==> src/rtl/tmr_pkg.sv <==
package tmr_pkg;

    localparam int PH_W = 10;

    localparam int CTL_FLAG_BIT = 8;
    localparam int CTL_IE_BIT   = 5;

    typedef enum logic {
        CH_HALT = 1'b0,
        CH_RUN  = 1'b1
    } ch_state_e;

    // Terminal phase value for a divide code.
    function automatic logic [PH_W-1:0] div_last(input logic [2:0] code);
        logic [PH_W-1:0] r;
        unique case (code)
            3'd0:    r = PH_W'(3);
            3'd1:    r = PH_W'(15);
            3'd2:    r = PH_W'(63);
            3'd3:    r = PH_W'(255);
            default: r = PH_W'(1023);
        endcase
        return r;
    endfunction

endpackage

==> src/rtl/tmr_prescale.sv <==
module tmr_prescale
    import tmr_pkg::*;
(
    input  logic       clk,
    input  logic       rst_n,
    input  logic       clr,
    input  logic       en,
    input  logic [2:0] code,
    output logic       tick
);

    logic [PH_W-1:0] ph_q;
    logic [PH_W-1:0] last;

    assign last = div_last(code);
    assign tick = en && (ph_q >= last);

    always_ff @(posedge clk or negedge rst_n) begin
        if (!rst_n) begin
            ph_q <= '0;
        end else if (clr) begin
            ph_q <= '0;
        end else if (en) begin
            if (ph_q >= last) ph_q <= '0;
            else              ph_q <= ph_q + PH_W'(1);
        end
    end

endmodule

==> src/rtl/tmr_regdec.sv <==
module tmr_regdec #(
    parameter int NUM_CH  = 3,
    parameter int ADDR_W  = 6,
    parameter bit ALT_MAP = 1'b0
) (
    input  logic [ADDR_W-1:0] bus_addr,
    output logic              run_hit,
    output logic [NUM_CH-1:0] cst_hit,
    output logic [NUM_CH-1:0] cnt_hit,
    output logic [NUM_CH-1:0] ctl_hit
);

    localparam int RUN_ADDR = ALT_MAP ? 2 : 4;
    localparam int CH0_BASE = ALT_MAP ? 4 : 8;
    localparam int CH_STEP  = 12;

    assign run_hit = (bus_addr == ADDR_W'(RUN_ADDR));

    for (genvar i = 0; i < NUM_CH; i++) begin : g_dec
        localparam int BASE = CH0_BASE + CH_STEP * i;
        assign cst_hit[i] = (bus_addr == ADDR_W'(BASE));
        assign cnt_hit[i] = (bus_addr == ADDR_W'(BASE + 4));
        assign ctl_hit[i] = (bus_addr == ADDR_W'(BASE + 8));
    end

endmodule

==> src/rtl/tmr_channel.sv <==
module tmr_channel
    import tmr_pkg::*;
#(
    parameter int DW = 32
) (
    input  logic          clk,
    input  logic          rst_n,
    input  logic          run,
    input  logic          cst_we,
    input  logic          cnt_we,
    input  logic          ctl_we,
    input  logic [DW-1:0] wdata,
    input  logic [2:0]    wdiv,
    input  logic          wie,
    input  logic          wflag,
    output logic [DW-1:0] cst_q,
    output logic [DW-1:0] cnt_q,
    output logic [2:0]    div_q,
    output logic          ie_q,
    output logic          flag_q,
    output logic          irq
);

    ch_state_e state_q, state_d;
    logic      tick;
    logic      uflow;

    // state register
    always_ff @(posedge clk or negedge rst_n) begin
        if (!rst_n) state_q <= CH_HALT;
        else        state_q <= state_d;
    end

    // transitions: START and STOP
    always_comb begin
        state_d = state_q;
        unique case (state_q)
            CH_HALT: if (run)  state_d = CH_RUN;
            CH_RUN:  if (!run) state_d = CH_HALT;
            default: state_d = CH_HALT;
        endcase
    end

    tmr_prescale u_pre (
        .clk   (clk),
        .rst_n (rst_n),
        .clr   (state_q == CH_HALT),
        .en    ((state_q == CH_RUN) && run),
        .code  (div_q),
        .tick  (tick)
    );

    assign uflow = tick && (cnt_q == '0);

    // outputs: counter, constant, control fields
    always_ff @(posedge clk or negedge rst_n) begin
        if (!rst_n) begin
            cst_q  <= '1;
            cnt_q  <= '1;
            div_q  <= 3'd0;
            ie_q   <= 1'b0;
            flag_q <= 1'b0;
        end else begin
            if (cst_we) cst_q <= wdata;
            if (cnt_we)     cnt_q <= wdata;
            else if (uflow) cnt_q <= cst_q;
            else if (tick)  cnt_q <= cnt_q - DW'(1);
            if (ctl_we) begin
                div_q <= wdiv;
                ie_q  <= wie;
            end
            if (uflow)                 flag_q <= 1'b1;
            else if (ctl_we && !wflag) flag_q <= 1'b0;
        end
    end

    assign irq = flag_q & ie_q;

endmodule

==> src/rtl/tmr_unit.sv <==
module tmr_unit
    import tmr_pkg::*;
#(
    parameter int NUM_CH  = 3,
    parameter int DW      = 32,
    parameter int ADDR_W  = 6,
    parameter bit ALT_MAP = 1'b0
) (
    input  logic              clk,
    input  logic              rst_n,
    input  logic              bus_we,
    input  logic [ADDR_W-1:0] bus_addr,
    input  logic [DW-1:0]     bus_wdata,
    output logic [DW-1:0]     bus_rdata,
    output logic [NUM_CH-1:0] irq
);

    logic                       run_hit;
    logic [NUM_CH-1:0]          cst_hit, cnt_hit, ctl_hit;
    logic [NUM_CH-1:0]          cst_we, cnt_we, ctl_we;
    logic [NUM_CH-1:0]          run_q;
    logic [NUM_CH-1:0][DW-1:0]  cst_all, cnt_all;
    logic [NUM_CH-1:0][2:0]     div_all;
    logic [NUM_CH-1:0]          ie_v, flag_v;

    tmr_regdec #(
        .NUM_CH  (NUM_CH),
        .ADDR_W  (ADDR_W),
        .ALT_MAP (ALT_MAP)
    ) u_dec (
        .bus_addr (bus_addr),
        .run_hit  (run_hit),
        .cst_hit  (cst_hit),
        .cnt_hit  (cnt_hit),
        .ctl_hit  (ctl_hit)
    );

    assign cst_we = cst_hit & {NUM_CH{bus_we}};
    assign cnt_we = cnt_hit & {NUM_CH{bus_we}};
    assign ctl_we = ctl_hit & {NUM_CH{bus_we}};

    always_ff @(posedge clk or negedge rst_n) begin
        if (!rst_n)                  run_q <= '0;
        else if (bus_we && run_hit)  run_q <= bus_wdata[NUM_CH-1:0];
    end

    for (genvar i = 0; i < NUM_CH; i++) begin : g_ch
        tmr_channel #(.DW(DW)) u_ch (
            .clk    (clk),
            .rst_n  (rst_n),
            .run    (run_q[i]),
            .cst_we (cst_we[i]),
            .cnt_we (cnt_we[i]),
            .ctl_we (ctl_we[i]),
            .wdata  (bus_wdata),
            .wdiv   (bus_wdata[2:0]),
            .wie    (bus_wdata[CTL_IE_BIT]),
            .wflag  (bus_wdata[CTL_FLAG_BIT]),
            .cst_q  (cst_all[i]),
            .cnt_q  (cnt_all[i]),
            .div_q  (div_all[i]),
            .ie_q   (ie_v[i]),
            .flag_q (flag_v[i]),
            .irq    (irq[i])
        );
    end

    always_comb begin
        bus_rdata = '0;
        if (run_hit) bus_rdata[NUM_CH-1:0] = run_q;
        for (int i = 0; i < NUM_CH; i++) begin
            if (cst_hit[i]) bus_rdata = cst_all[i];
            if (cnt_hit[i]) bus_rdata = cnt_all[i];
            if (ctl_hit[i]) begin
                bus_rdata[2:0]          = div_all[i];
                bus_rdata[CTL_IE_BIT]   = ie_v[i];
                bus_rdata[CTL_FLAG_BIT] = flag_v[i];
            end
        end
    end

endmodule

==> config.mk <==
export PLATFORM = sky130hd
export DESIGN_NAME = tmr_unit
export DESIGN_NICKNAME = d
export VERILOG_FILES = /design/src/rtl/tmr_pkg.sv /design/src/rtl/tmr_prescale.sv /design/src/rtl/tmr_regdec.sv /design/src/rtl/tmr_channel.sv /design/src/rtl/tmr_unit.sv
export SDC_FILE = /design/constraint.sdc
export NUM_CORES = 1
export LEC_CHECK = 0
export BUFFER_PORTS_ARGS = -buffer_cell sky130_fd_sc_hd__buf_2
export CORE_MARGIN = 3
export CORE_UTILIZATION = 43
export CTS_BUF_LIST = sky130_fd_sc_hd__clkbuf_2
export DETAILED_ROUTE_END_ITERATION = 16
export GPL_ROUTABILITY_DRIVEN = 0
export GPL_TIMING_DRIVEN = 0
export PLACE_DENSITY = 0.72
export SLEW_MARGIN = 20
export SYNTH_ARGS = -nofsm -noshare
export SYNTH_HDL_FRONTEND = slang
export SYNTH_SLANG_ARGS = --single-unit
export TNS_END_PERCENT = 10
==> constraint.sdc <==
create_clock -name clk -period 2.5 [get_ports clk]
set_clock_uncertainty 0.05 [all_clocks]
set_input_delay 0 -clock clk [delete_from_list [all_inputs] [get_ports clk]]
set_output_delay 0 -clock clk [all_outputs]
set_load 0.01 [all_outputs]
==> metrics.txt <==
clk root buf=clkbuf_2; CP max-delay cell=or4_4; Synth warnings=0; crit path cell chain=or4_4 > nand4bb_4 > or3_4 > or2_1 > buf_6 > buf_12 > o211ai_1 > nand3_1; via count=15.0k; asr flop ratio synth=100%; Detailed Route WL=56,300 µm; Fin. Hold Viols=0; Pleak=0.00784 µW; final setup margin=-0.136 ns; Post-Syn Area per Cell=9.53 µm²; violated checks=negative setup slack; gr busiest metal=met2; multi-input logic area=0.00839 mm²; Non-Filler Instances=2,341; count of unique library cells instantiated by Yosys=75; chip width=192 µm; Sequential Area=0.00633 mm²; die area=0.0370 mm²; clock buffer depth=3; DR DRC count=0; largest net degree at the start of global routing=102; post-synthesis net count=1,631; Synth Instances=1,566; Tmin final=2.64 ns; PwrDens=557 mW/mm²; Crit path buffers/inverters=2; placed insts=2,086; drt wl/cell=24.0 µm; CP max FO=10; post-synth top area cell=dfstp_2; # IOs=76; slew margin rel.=40.6%; Seq/Total Area, Yosys=42.3%; Crit. path cell count=8; WS Path Type=reg2reg; fin. max-slew vios=0; fraction of layout cells with a size suffix above 1=35.2%; Hold Slack=0.0465 ns; number of enable flip-flop cells after synthesis=0; Top FF cell, synth=dfstp_2; CP startpoint kind=register; Post-Syn Area=0.0149 mm²; Die Ht=192 µm; Detail Placement HPWL=38,100 µm; core area=0.0339 mm²; NumNets Final=1,907; Reg2Reg Depth=8; vias in the first global route=14.6k; Post-Route Utilization=54.0%; commonest non-fill, non-tap cell in the layout=dfstp_2; endpoints failing setup=25; hold path depth=6; first-pass GRT wire length=84,600 µm; M3 GR Usage=10.2%; number of buffers created by CTS=68; Worst path max stage delay=0.56 ns; Synth-to-Final Area Change=22.5%; vias per cell=6.42; # H-tree levels=3; RSZ-0062 raised after global routing=true; CTS tree=yes; worst vdd ir=0.000290 V; Site Rows=67; remaining antenna violation count=0; Pre-antenna DRT Iters=7; port bufs=69; top cell type's share of synthesized area=33.8%; Fmax achieved=0.379 GHz; Reg clk slew, reported paths=0.11 ns; routing usage on met2=45.4%; GRT Total Usage=29.7%; largest cells by area after synthesis=dfstp_2, mux2_2, dfrtp_1, nand3_1, nor2_1; Detailed Route Iter0 Violations=1,876; endpoint class of the critical path=register; M1 GR Usage=38.3%; final worst path period share=105%; Clock Sinks=243; WP data required=3.23 ns; clk_lat worst skew=0.87 ns; Initial Util=44.1%; Fillers=2,948; initial antenna violation count=3; outcome=complete, but fails checks; GRT overflow=0; Least-Margin Pin Slew=0.887 ns; commonest non-fill, non-tap cells in the layout=dfstp_2, clkbuf_2, nor2_1; Worst Path Arrival=3.37 ns; Crit path max-delay family=simple AND/OR/NAND/NOR gates; Max Cap Violations=0; Yosys reg bits=243; HP Class=in2reg
## per-layer routing
metal | routed length [µm] | vias up | part of all wire (%)
met2 | 24900 | 1041 | 44
met4 | 2580 | 0 | 4.6
met5 | 0 | - | 0
met3 | 7610 | 248 | 14
met1 | 21200 | 7240 | 38
li1 | - | 6505 | -
## sequential cells by signal (all words and copies together), names as in the netlist
signal	flops
g_ch.u_ch.ie_q	3
g_ch.u_ch.flag_q	3
run_q	3
g_ch.u_ch.div_q	9
g_ch.u_ch.u_pre.ph_q	30
g_ch.u_ch.cst_q	96
g_ch.u_ch.state_q	3
g_ch.u_ch.cnt_q	96
## cell type report
| class | instances | area share (%) |
|---|---|---|
| Antenna cell | 1 | 0.0137 |
| Buffer | 105 | 3.25 |
| Timing Repair Buffer | 210 | 9.47 |
| Inverter | 25 | 0.513 |
| Tap cell | 448 | 3.07 |
| Clock inverter | 10 | 0.205 |
| Multi-Input combinational cell | 1189 | 45.9 |
| Clock buffer | 110 | 3.01 |
| Sequential cell | 243 | 34.6 |
## synth_stat cells, types with 32 or more instances
cell,count
dfstp_2,192
nor2_1,130
mux2_2,117
nand2_1,109
nand3_1,100
clkbuf_1,83
o21ai_0,79
a21oi_1,78
dfrtp_1,51
and3_1,41
a222oi_1,35
o211ai_1,35
mux2i_1,33
nor3_1,33
xor2_1,32
## cell families after synthesis
kind of cell             after synthesis  synth area share (%)
XOR/XNOR                              61                  3.58
AO/OA/AOI/OAI                        402                  18.2
AND/OR/NAND/NOR                      552                  19.2
adder cells (fa/ha/maj)               24                  2.01
multiplexers                         150                  11.0
buffers and inverters                134                  3.64
flip-flops                           243                  42.3
## worst min-delay path, cell delays in order
cell and delay, ns:
clkbuf_2 0.19, inv_1 0.10, nand2_1 0.15, nor2_1 0.11, nand2_1 0.19, mux2_2 0.19
## metrics by stage
| stage | setup TNS [ns] | cell area (µm²) | worst slack (ns) | power [µW] |
|---|---|---|---|---|
| final | -1.77 | 18300 | -0.136 | 10200 |
| after global routing | -4.42 | 18300 | -0.188 | 10600 |
| after CTS | -0.786 | 17900 | -0.0717 | 10000 |
| after detailed placement | -84.70 | 15900 | -1.19 | 6930 |
| after global placement | -484.60 | 15800 | -2.84 | 6820 |
| after floorplan | -0.362 | 14900 | -0.0325 | 6250 |
## power breakdown
part	switching [µW]	leakage, µW	internal [µW]
registers	674	0.00268	4730
clock network	1790	0.000475	1140
logic	958	0.00468	886
## worst paths after layout
kind                                        start                endpoint  slack, ns
min                                   bus_addr[2]   g_ch[2].u_ch.div_q[0]       0.05
min in group asynchronous                   rst_n   g_ch[0].u_ch.cnt_q[3]       0.33
max in group asynchronous                   rst_n  g_ch[2].u_ch.cst_q[19]       1.16
min reg2reg                              run_q[1]    g_ch[1].u_ch.state_q       0.39
max                        g_ch[0].u_ch.cnt_q[14]  g_ch[0].u_ch.cnt_q[24]      -0.14
max reg2reg                g_ch[0].u_ch.cnt_q[14]  g_ch[0].u_ch.cnt_q[24]      -0.14
## repair_timing
action / 4_1_cts / 5_1_grt
gates resized for setup: 96 / 75
hold endpoints to repair: 388 / 0
cloned: 0 / 1
pin swaps: 18 / 16
setup endpoints to repair: 147 / 141
hold buffers: 95 / 0
buffers inserted: 24 / 18
Note: power is estimated with default switching activity, not from simulation.
